File: config.mk
export PLATFORM = sky130hd
export DESIGN_NAME = rx_word_packer
export DESIGN_NICKNAME = d
export VERILOG_FILES = /design/src/rtl/rxpk_pkg.sv /design/src/rtl/rxpk_datapath.sv /design/src/rtl/rxpk_ctrl.sv /design/src/rtl/rx_word_packer.sv
export SDC_FILE = /design/constraint.sdc
export NUM_CORES = 1
export LEC_CHECK = 0
export ABC_AREA = 0
export BUFFER_PORTS_ARGS = -buffer_cell sky130_fd_sc_hd__clkbuf_2
export CAP_MARGIN = 0
export CORE_ASPECT_RATIO = 1.25
export CORE_UTILIZATION = 55
export CTS_BUF_LIST = sky130_fd_sc_hd__clkbuf_2
export DETAILED_ROUTE_END_ITERATION = 12
export GPL_ROUTABILITY_DRIVEN = 1
export GPL_TIMING_DRIVEN = 0
export PLACE_DENSITY = 0.81
export REMOVE_ABC_BUFFERS = 1
export SKIP_LAST_GASP = 1
export SLEW_MARGIN = 20
export SYNTH_ARGS = -nofsm -noshare
export SYNTH_HDL_FRONTEND = slang
export SYNTH_HIERARCHICAL = 1
export SYNTH_SLANG_ARGS = --single-unit
File: constraint.sdc
create_clock -name clk -period 17.32 [get_ports clk]
set_clock_uncertainty 0.15 [all_clocks]
set_input_delay 3.464 -clock clk [delete_from_list [all_inputs] [get_ports clk]]
set_output_delay 3.464 -clock clk [all_outputs]
set_load 0.02 [all_outputs]
File: src/rtl/rxpk_pkg.sv
package rxpk_pkg;

  typedef enum logic [1:0] {
    PUSH_NONE      = 2'd0,
    PUSH_HELD      = 2'd1,
    PUSH_WITH_BYTE = 2'd2
  } pushMode_e;

  typedef struct packed {
    pushMode_e pushMode;
    logic      loadByte;
    logic      popFifo;
  } dpCtrl_t;

  localparam int ADDR_STATUS = 0;
  localparam int ADDR_CMD    = 1;
  localparam int ADDR_RXSTAT = 2;
  localparam int ADDR_XFER   = 3;
  localparam int ADDR_DATA   = 4;

  localparam int RXSTAT_SHIFT = 7;

  localparam logic [3:0] LO_CLR_OVERRUN = 4'd3;
  localparam logic [3:0] LO_CLR_STALE   = 4'd8;
  localparam logic [3:0] HI_FORCE_STALE = 4'd4;
  localparam logic [3:0] HI_AUTO_OFF    = 4'd6;

endpackage

File: src/rtl/rxpk_datapath.sv
module rxpk_datapath
  import rxpk_pkg::*;
#(
  parameter int LANES = 4,
  parameter int BYTE_W = 8,
  parameter int DEPTH = 8,
  localparam int WORD_W = LANES * BYTE_W,
  localparam int CNT_W = $clog2(LANES + 1),
  localparam int PTR_W = $clog2(DEPTH),
  localparam int OCC_W = $clog2(DEPTH + 1)
) (
  input  logic              clk,
  input  logic              rstN,
  input  logic [BYTE_W-1:0] byteData,
  input  dpCtrl_t           ctl,
  output logic [CNT_W-1:0]  packCnt,
  output logic              fifoFull,
  output logic              fifoEmpty,
  output logic [WORD_W-1:0] headWord
);

  logic [WORD_W-1:0] packBuf;
  logic [WORD_W-1:0] nextBuf, baseBuf, pushWord, laneByte;
  logic [CNT_W-1:0]  nextCnt, baseCnt;
  logic [WORD_W-1:0] mem [DEPTH];
  logic [PTR_W-1:0]  wrPtr, rdPtr;
  logic [OCC_W-1:0]  occ;
  logic              doPush, doPop;

  assign fifoFull  = (occ == OCC_W'(DEPTH));
  assign fifoEmpty = (occ == '0);
  assign doPush    = (ctl.pushMode != PUSH_NONE);
  assign doPop     = ctl.popFifo && !fifoEmpty;
  assign headWord  = fifoEmpty ? '0 : mem[rdPtr];

  always_comb begin
    laneByte = WORD_W'(byteData) << (packCnt * BYTE_W);
    pushWord = (ctl.pushMode == PUSH_WITH_BYTE) ? (packBuf | laneByte) : packBuf;
    baseBuf  = doPush ? '0 : packBuf;
    baseCnt  = doPush ? '0 : packCnt;
    nextBuf  = baseBuf;
    nextCnt  = baseCnt;
    if (ctl.loadByte && ctl.pushMode != PUSH_WITH_BYTE) begin
      nextBuf = baseBuf | (WORD_W'(byteData) << (baseCnt * BYTE_W));
      nextCnt = baseCnt + CNT_W'(1);
    end
  end

  always_ff @(posedge clk or negedge rstN) begin
    if (!rstN) begin
      packBuf <= '0;
      packCnt <= '0;
    end else begin
      packBuf <= nextBuf;
      packCnt <= nextCnt;
    end
  end

  always_ff @(posedge clk or negedge rstN) begin
    if (!rstN) begin
      wrPtr <= '0;
      rdPtr <= '0;
      occ   <= '0;
    end else begin
      if (doPush) wrPtr <= (wrPtr == PTR_W'(DEPTH - 1)) ? '0 : wrPtr + PTR_W'(1);
      if (doPop)  rdPtr <= (rdPtr == PTR_W'(DEPTH - 1)) ? '0 : rdPtr + PTR_W'(1);
      case ({doPush, doPop})
        2'b10:   occ <= occ + OCC_W'(1);
        2'b01:   occ <= occ - OCC_W'(1);
        default: occ <= occ;
      endcase
    end
  end

  always_ff @(posedge clk) begin
    if (doPush) mem[wrPtr] <= pushWord;
  end

  AST_FILL_MAX: assert property (@(posedge clk) disable iff (!rstN)
    packCnt <= CNT_W'(LANES));
  AST_NO_PUSH_WHEN_FULL: assert property (@(posedge clk) disable iff (!rstN)
    (ctl.pushMode != PUSH_NONE) |-> !fifoFull);
  AST_NO_EMPTY_POP: assert property (@(posedge clk) disable iff (!rstN)
    ctl.popFifo |-> !fifoEmpty);
  AST_HELD_RESTARTS: assert property (@(posedge clk) disable iff (!rstN)
    (ctl.pushMode == PUSH_HELD) |=> (packCnt <= CNT_W'(1)));

endmodule

File: src/rtl/rxpk_ctrl.sv
module rxpk_ctrl
  import rxpk_pkg::*;
#(
  parameter int LANES = 4,
  parameter int BYTE_W = 8,
  parameter int ADDR_W = 3,
  parameter int XFER_W = 16,
  parameter int STALE_IDLE = 16,
  localparam int WORD_W = LANES * BYTE_W,
  localparam int CNT_W = $clog2(LANES + 1),
  localparam int IDLE_W = $clog2(STALE_IDLE + 1)
) (
  input  logic              clk,
  input  logic              rstN,
  input  logic              byteValid,
  input  logic              regWrEn,
  input  logic              regRdEn,
  input  logic [ADDR_W-1:0] regAddr,
  input  logic [WORD_W-1:0] regWrData,
  input  logic [CNT_W-1:0]  packCnt,
  input  logic              fifoFull,
  input  logic              fifoEmpty,
  input  logic [WORD_W-1:0] headWord,
  output dpCtrl_t           ctl,
  output logic [WORD_W-1:0] regRdData
);

  logic              cmdWr, forceStale, autoFire, flushReq;
  logic              dropByte, stalePush, partial;
  logic              overrunFlag, staleFlag, autoStaleEn;
  logic [IDLE_W-1:0] idleCnt;
  logic [XFER_W-1:0] xferLen;
  logic [3:0]        loCode, hiCode;

  assign loCode     = regWrData[7:4];
  assign hiCode     = regWrData[11:8];
  assign cmdWr      = regWrEn && (regAddr == ADDR_W'(ADDR_CMD));
  assign forceStale = cmdWr && (hiCode == HI_FORCE_STALE);
  assign partial    = (packCnt != '0) && (packCnt != CNT_W'(LANES));
  assign autoFire   = autoStaleEn && partial && (idleCnt >= IDLE_W'(STALE_IDLE));
  assign flushReq   = forceStale || autoFire;

  always_comb begin
    ctl.pushMode = PUSH_NONE;
    ctl.loadByte = 1'b0;
    ctl.popFifo  = regRdEn && (regAddr == ADDR_W'(ADDR_DATA)) && !fifoEmpty;
    dropByte     = 1'b0;
    stalePush    = 1'b0;
    if (packCnt == CNT_W'(LANES)) begin
      if (!fifoFull) begin
        ctl.pushMode = PUSH_HELD;
        ctl.loadByte = byteValid;
      end else begin
        dropByte = byteValid;
      end
    end else if (flushReq && partial && !fifoFull) begin
      ctl.pushMode = PUSH_HELD;
      ctl.loadByte = byteValid;
      stalePush    = 1'b1;
    end else if (byteValid) begin
      ctl.loadByte = 1'b1;
      if (packCnt == CNT_W'(LANES - 1) && !fifoFull) ctl.pushMode = PUSH_WITH_BYTE;
    end
  end

  always_ff @(posedge clk or negedge rstN) begin
    if (!rstN) begin
      idleCnt     <= '0;
      overrunFlag <= 1'b0;
      staleFlag   <= 1'b0;
      autoStaleEn <= 1'b1;
      xferLen     <= '0;
    end else begin
      if (!autoStaleEn || byteValid || !partial || stalePush) idleCnt <= '0;
      else if (idleCnt < IDLE_W'(STALE_IDLE)) idleCnt <= idleCnt + IDLE_W'(1);

      if (dropByte) overrunFlag <= 1'b1;
      else if (cmdWr && loCode == LO_CLR_OVERRUN) overrunFlag <= 1'b0;

      if (stalePush) staleFlag <= 1'b1;
      else if (cmdWr && loCode == LO_CLR_STALE) staleFlag <= 1'b0;

      if (cmdWr && hiCode == HI_AUTO_OFF) autoStaleEn <= 1'b0;

      if (regWrEn && regAddr == ADDR_W'(ADDR_XFER)) xferLen <= regWrData[XFER_W-1:0];
    end
  end

  always_comb begin
    regRdData = '0;
    case (int'(regAddr))
      ADDR_STATUS: regRdData = WORD_W'({overrunFlag, 1'b0, autoStaleEn, staleFlag, !fifoEmpty});
      ADDR_RXSTAT: regRdData = WORD_W'(packCnt) << RXSTAT_SHIFT;
      ADDR_XFER:   regRdData = WORD_W'(xferLen);
      ADDR_DATA:   regRdData = headWord;
      default:     regRdData = '0;
    endcase
  end

  AST_OVERRUN_SET: assert property (@(posedge clk) disable iff (!rstN)
    (byteValid && packCnt == CNT_W'(LANES) && fifoFull) |=> overrunFlag);
  AST_STALE_SET: assert property (@(posedge clk) disable iff (!rstN)
    (forceStale && partial && !fifoFull) |=> staleFlag);
  AST_AUTO_OFF_STICKS: assert property (@(posedge clk) disable iff (!rstN)
    !autoStaleEn |=> !autoStaleEn);

endmodule

File: src/rtl/rx_word_packer.sv
module rx_word_packer
  import rxpk_pkg::*;
#(
  parameter int LANES = 4,
  parameter int DEPTH = 8,
  parameter int ADDR_W = 3,
  parameter int XFER_W = 16,
  parameter int STALE_IDLE = 16,
  localparam int BYTE_W = 8,
  localparam int WORD_W = LANES * BYTE_W,
  localparam int CNT_W = $clog2(LANES + 1)
) (
  input  logic              clk,
  input  logic              rstN,
  input  logic              byteValid,
  input  logic [BYTE_W-1:0] byteData,
  input  logic              regWrEn,
  input  logic              regRdEn,
  input  logic [ADDR_W-1:0] regAddr,
  input  logic [WORD_W-1:0] regWrData,
  output logic [WORD_W-1:0] regRdData
);

  dpCtrl_t           ctl;
  logic [CNT_W-1:0]  packCnt;
  logic              fifoFull, fifoEmpty;
  logic [WORD_W-1:0] headWord;

  rxpk_ctrl #(
    .LANES(LANES), .BYTE_W(BYTE_W), .ADDR_W(ADDR_W),
    .XFER_W(XFER_W), .STALE_IDLE(STALE_IDLE)
  ) i_ctrl (
    .clk(clk), .rstN(rstN), .byteValid(byteValid),
    .regWrEn(regWrEn), .regRdEn(regRdEn), .regAddr(regAddr), .regWrData(regWrData),
    .packCnt(packCnt), .fifoFull(fifoFull), .fifoEmpty(fifoEmpty), .headWord(headWord),
    .ctl(ctl), .regRdData(regRdData)
  );

  rxpk_datapath #(
    .LANES(LANES), .BYTE_W(BYTE_W), .DEPTH(DEPTH)
  ) i_dp (
    .clk(clk), .rstN(rstN), .byteData(byteData), .ctl(ctl),
    .packCnt(packCnt), .fifoFull(fifoFull), .fifoEmpty(fifoEmpty), .headWord(headWord)
  );

endmodule

==> results of run 1 <==
==> logic make-up after synthesis <==
| group | after synthesis |
|---|---|
| compound gates | 103 |
| xor+xnor | 8 |
| fa+ha+maj | 9 |
| buf+inv | 45 |
| flops | 325 |
| mux | 119 |
| simple gates | 151 |
==> cell usage after synthesis, drive strengths merged, types with 2 or more instances <==
| master | count |
|---|---|
| nor3b | 2 |
| and2 | 19 |
| ha | 9 |
| nand3 | 5 |
| nand4b | 2 |
| mux2i | 37 |
| buf | 31 |
| nor2b | 2 |
| nand2 | 22 |
| mux4 | 64 |
| o21ai | 4 |
| a32o | 8 |
| a21o | 18 |
| xor2 | 5 |
| a22o | 25 |
| o2bb2ai | 6 |
| edfxtp | 256 |
| nand3b | 5 |
| mux2 | 18 |
| nor4 | 6 |
| a31oi | 10 |
| inv | 4 |
| xnor2 | 3 |
| a22oi | 4 |
| nor3 | 14 |
| nor4b | 4 |
| or2 | 3 |
| o41ai | 2 |
| a21oi | 3 |
| nor2 | 53 |
| nand2b | 8 |
| o21bai | 18 |
| clkbuf | 9 |
| dfrtp | 68 |
==> metal layers <==
layer,routed length [µm],vias up,part of all wire [%]
met4,575,0,2.1
met5,0,-,0
met2,14850,291,53
li1,-,3348,-
met3,1690,50,6.0
met1,10860,3925,39
==> state kept, by name, summed over array words and instances (netlist names), 3 cells and up <==
| register | count |
|---|---|
| i_dp/occ | 4 |
| i_dp/packBuf | 32 |
| i_ctrl/idleCnt | 5 |
| i_dp/rdPtr | 3 |
| i_dp/packCnt | 3 |
| i_dp/wrPtr | 3 |
| i_dp/mem | 256 |
| i_ctrl/xferLen | 16 |
==> worst max-delay path, delay by kind of cell <==
family          cells  cell delay [ns]
compound gates      2             0.33
buf+inv             2             0.55
simple gates        1             0.27
==> path summary, 6_finish.rpt <==
path / to / depth (start not counted) / startpoint
worst max-delay path: regRdData[2] / 5 / regAddr[0]
worst min-delay path: i_dp/packBuf[25] / 1 / i_dp/packBuf[25]
worst max register to register: i_dp/mem[2][6] / 10 / i_dp/occ[1]
worst min register to register: i_dp/packBuf[25] / 1 / i_dp/packBuf[25]
max in group asynchronous: i_dp/packBuf[0] / 2 / rstN
min in group asynchronous: i_ctrl/xferLen[14] / 1 / rstN
==> power groups by stage <==
stage,Sequential [mW],Clock (mW),Combinational [mW]
after global placement,1.22,0,0.613
after floorplan,1.16,0,0.473
after CTS,1.17,0.494,0.673
final,1.17,0.480,0.667
after global routing,1.19,0.530,0.724
after detailed placement,1.19,0,0.672
==> metrics by stage <==
| stage | setup WS, ns | cells |
|---|---|---|
| 2_1_floorplan | 8.512 | 720 |
| 3_3_place_gp | 4.657 | 1113 |
| 3_5_place_dp | 9.099 | 1150 |
| 4_1_cts | 9.096 | 1272 |
| 5_1_grt | 9.044 | 1273 |
| 6_report | 9.088 | 1273 |
==> area by class of cell <==
| type | instances | area, µm² | share of cell area [%] |
|---|---|---|---|
| diodes | 1 | 2.502 | 0.01637 |
| flip-flops and latches | 325 | 9428 | 61.67 |
| well taps | 330 | 412.9 | 2.701 |
| multi-input cells | 390 | 3983 | 26.05 |
| inverters | 5 | 20.02 | 0.1309 |
| clock buffers | 105 | 525.5 | 3.437 |
| clock inverters | 17 | 147.6 | 0.9657 |
| repair buffers | 100 | 769.5 | 5.033 |
==> results.ini, run 1 <==
[place]
place_congestion = 0.7748
portBuffers = 63
placed_area_um2 = 14610
place_hpwl_um = 18260

[synth]
synthCells = 760
synth_fa_ha_area_share_pct = 0.8274
async_reset_ff_share_pct = 21.23
synth-xor-area-share_pct = 0.5148
synth_top_family_by_area = multiplexers
synth_edf_count = 256
ys_ff_latch = 325
ys_seq_area_share_pct = 69.18
synth_area_per_cell_um2 = 17.91
ys_warn_count = 6
synthMuxAreaShare_pct = 14.83
synthDistinctLibCells = 64
ys_top_cells_by_area = edfxtp_1, dfrtp_1, mux4_2, mux2i_1, a22o_1
synth-simple-area-share_pct = 6.693
yosysTopAreaCell = edfxtp_1
synth-compound-area-share_pct = 5.939
synth_top_area_share_pct = 56.49
synthFlopType = edfxtp_1
netlist_area_um2 = 13610

[floorplan]
fp-row-count = 64
initial_core_util_pct = 55.72
design.die.area_um2 = 25380
fp.dieH_um = 177.9
die_x_um = 142.7
core-area_um2 = 24420
io_pins = 80

[cts]
numCtsBuffers = 72
cts-root-buf = clkbuf_2
cts.sinks = 325
cts_tree = built
cts_max_path_buffers = 3
cts.reportedPaths.clkPinSlew_ns = 0.10
cts_setup_buffers = 0
cts.repair.resized = 0
insertion_delay_ns = 0.82
cts_hold_buf = 0
cts.htree.levels = 3

[timing]
fmax_mhz = 121.5
grt_setup_unrepaired = false
min_period_over_period_pct = 47.53
whs_ns = 0.3493
setup_viol = 0
relSlewSlack_pct = 29.87
finalHoldViolations = 0
setup-tns-final_ns = 0
report.final.slew_viol_count = 0
tightest_slew_ns = 1.050
final.min_clock_period_ns = 8.232

[grt]
grt.met1_usage_pct = 29.32
grt_remaining_overflow = 0
antenna_found_initial = 1
grt_pass1_wl_um = 43460
met3_usage_pct = 4.938
grt_pass1_vias = 7876
grtUsageMet2_pct = 40.09
grt_usage_pct = 23.47
grt_max_degree = 50
grt_busiest_layer = met2

[power]
pwr-share-clk_pct = 20.7
power_frac_comb_pct = 28.8
power_mw = 2.316
p_seq_share_pct = 50.5
p_switching_uw = 760.6
power_density_nw_per_um2 = 151.5
p_leak_nw = 5.636
peakVddDrop_mv = 0.06089
p_int_mw = 1.555
swShare_pct = 32.85

[detailed_routing]
vias = 7614
post-route-drc-count = 0
antenna_left = 0
firstDrtPassIters = 5
drt-total-wl_um = 27970
drt-initial-drc-count = 596
via_per_inst = 5.981
wl_per_cell_um = 21.97

[finish]
final_cell_mix = edfxtp_1, clkbuf_2, dfrtp_1, mux4_2, nor2_1
fin_area_um2 = 15290
nets = 951
syn2layout_area_growth_pct = 12.34
fill_cells = 1694
final_common_cell = edfxtp_1
final_util_pct = 62.60
drive_above_1_share_pct = 34.18

[worst_setup_path]
critPathKind = in2out
crit_top_cell = clkbuf_2
cp_slowest_cell = clkbuf_2
max_stage_delay_ns = 0.34
critPathRequiredTime_ns = 13.71
worstPathCellList = clkbuf_2 > and2_1 > a22oi_1 > o2bb2ai_1 > clkbuf_2
start_kind = input port
rrSetupSlack_ns = 12.17
crit_fanout = 12
cp.arrival_ns = 4.62
end_kind = primary output

[outcome]
status = finished clean

[min_path]
hold_class = reg2reg

[run]
cap_violations = 0

No activity file was read; power rests on OpenSTA's default activity.
==> run 2: changes to the inputs <==
--- a/config.mk
+++ b/config.mk
@@ -14,7 +14,7 @@
 export DETAILED_ROUTE_END_ITERATION = 12
 export GPL_ROUTABILITY_DRIVEN = 1
 export GPL_TIMING_DRIVEN = 0
-export PLACE_DENSITY = 0.81
+export PLACE_DENSITY = 0.84
 export REMOVE_ABC_BUFFERS = 1
 export SKIP_LAST_GASP = 1
 export SLEW_MARGIN = 20
==> constraint.sdc (replaced) <==
create_clock -name clk -period 7.4 [get_ports clk]
set_clock_uncertainty 0.15 [all_clocks]
set_input_delay 1.48 -clock clk [delete_from_list [all_inputs] [get_ports clk]]
set_output_delay 1.48 -clock clk [all_outputs]
set_load 0.02 [all_outputs]
==> results.ini, run 2 (synthesis results as in run 1) <==
[power]
power_mw = 5.421
peakVddDrop_mv = 0.1836
p_switching_mw = 1.795
p_leak_nw = 5.628
p_seq_share_pct = 50.4
p_int_mw = 3.626
power_frac_comb_pct = 29.0
power_density_nw_per_um2 = 354.6
pwr-share-clk_pct = 20.6
swShare_pct = 33.11

[worst_setup_path]
end_kind = register
cp_slowest_cell = nor4b_1
path_delay_family = simple AND/OR/NAND/NOR gates
cp_num_buf_inv = 4
worstPathCellList = nor4b_1 > o21bai_1 > or2_2 > nor3b_1 > or2_4 > clkinv_2 > nor3_2 > buf_4 > buf_4 > buf_4
crit_top_cell = buf_4
cp.arrival_ns = 5.90
critPathRequiredTime_ns = 7.73
r2r-start = i_dp/occ[1]
crit_fanout = 37
start_kind = register
startpoint = i_dp/occ[1]
critPathKind = reg2reg
max_stage_delay_ns = 1.01

[floorplan]
fp-row-count = 64
initial_core_util_pct = 55.72
fp.dieH_um = 177.9
io_pins = 80
die_x_um = 142.7
design.die.area_um2 = 25380
core-area_um2 = 24420

[finish]
largest_register_ffs = 256
final_util_pct = 62.59
fin_area_um2 = 15290
drive_above_1_share_pct = 33.76
largest-register = i_dp/mem
final_common_cell = edfxtp_1
final_cell_mix = edfxtp_1, clkbuf_2, dfrtp_1, mux4_2, nor2_1
syn2layout_area_growth_pct = 12.33
nets = 948
reg_top3 = i_dp/mem: 256 flops, i_dp/packBuf: 32 flops, i_ctrl/xferLen: 16 flops
final_cells = 1276

[place]
placed_area_um2 = 14600
portBuffers = 63
place_hpwl_um = 18410
dp_slack_ns = 1.846
place_congestion = 0.7651
placed_cells = 1150

[cts]
cts_tree = built
cts_setup_buffers = 0
cts.htree.levels = 3
numCtsBuffers = 69
cts.sinks = 325
cts.reportedPaths.clkPinSlew_ns = 0.11
cts.repair.resized = 0
cts_hold_buf = 0
insertion_delay_ns = 0.81
cts-root-buf = clkbuf_2
cts_max_path_buffers = 3

[min_path]
hold_class = reg2reg
min_from = i_dp/packBuf[27]

[timing]
setup_viol = 0
whs_ns = 0.3475
min_period_over_period_pct = 75.14
tightest_slew_ns = 1.138
relSlewSlack_pct = 23.05
worst_slack_ns = 1.839
fmax_mhz = 179.8
final.min_clock_period_ns = 5.561
report.final.slew_viol_count = 0
grt_setup_unrepaired = false
setup-tns-final_ns = 0
finalHoldViolations = 0

[grt]
grt_usage_pct = 23.50
grt_pass1_vias = 8019
grt_remaining_overflow = 0
grt_max_degree = 50
grt_pass1_wl_um = 43690
antenna_found_initial = 1

[run]
cap_violations = 0

[detailed_routing]
antenna_left = 0
drt-initial-drc-count = 619
post-route-drc-count = 0
wl_per_cell_um = 22.23
drt-total-wl_um = 28360
firstDrtPassIters = 5
vias = 7578
via_per_inst = 5.939

[outcome]
status = finished clean

## run 2: changes by cell type in the layout (fill, tap and decap cells not counted), sizes merged
cell,previous run,this run
clkbuf,168,163
clkinv,14,20
clkinvlp,0,2
## run 2: power groups by stage
stage          logic (mW)  clock network [mW]  registers (mW)
3_3_place_gp         1.43                   0            2.85
6_report             1.57                1.12            2.73
5_1_grt              1.70                1.24            2.77
2_1_floorplan        1.11                   0            2.72
4_1_cts              1.59                1.15            2.73
3_5_place_dp         1.57                   0            2.77
## run 2: final cells by class
| class | count | area [µm²] |
|---|---|---|
| multi-input combinational | 390 | 3976 |
| tap | 330 | 412.9 |
| antenna | 1 | 2.502 |
| clock inverter | 25 | 182.7 |
| clock buffer | 100 | 500.5 |
| sequential | 325 | 9428 |
| timing repair buffer | 100 | 764.5 |
| fill | 1643 | 9136 |
| inverter | 5 | 20.02 |
## run 2: path summary, 6_finish.rpt
kind | end | slack [ns] | cells after the start
max in group asynchronous | i_dp/packBuf[21] | 6.04 | 2
worst max register to register | i_dp/mem[6][10] | 1.84 | 10
worst max-delay path | i_dp/mem[6][10] | 1.84 | 10
worst min register to register | i_dp/packBuf[27] | 0.35 | 1
worst min-delay path | i_dp/packBuf[27] | 0.35 | 1
min in group asynchronous | i_ctrl/xferLen[5] | 0.44 | 1
## run 2: metal layers
layer	part of all wire [%]	global-route usage, %	up-vias
met5	0	0	-
met4	2.5	10.22	0
met3	7.1	5.073	61
met2	54	40.65	337
met1	37	28.41	3838
li1	-	-	3342
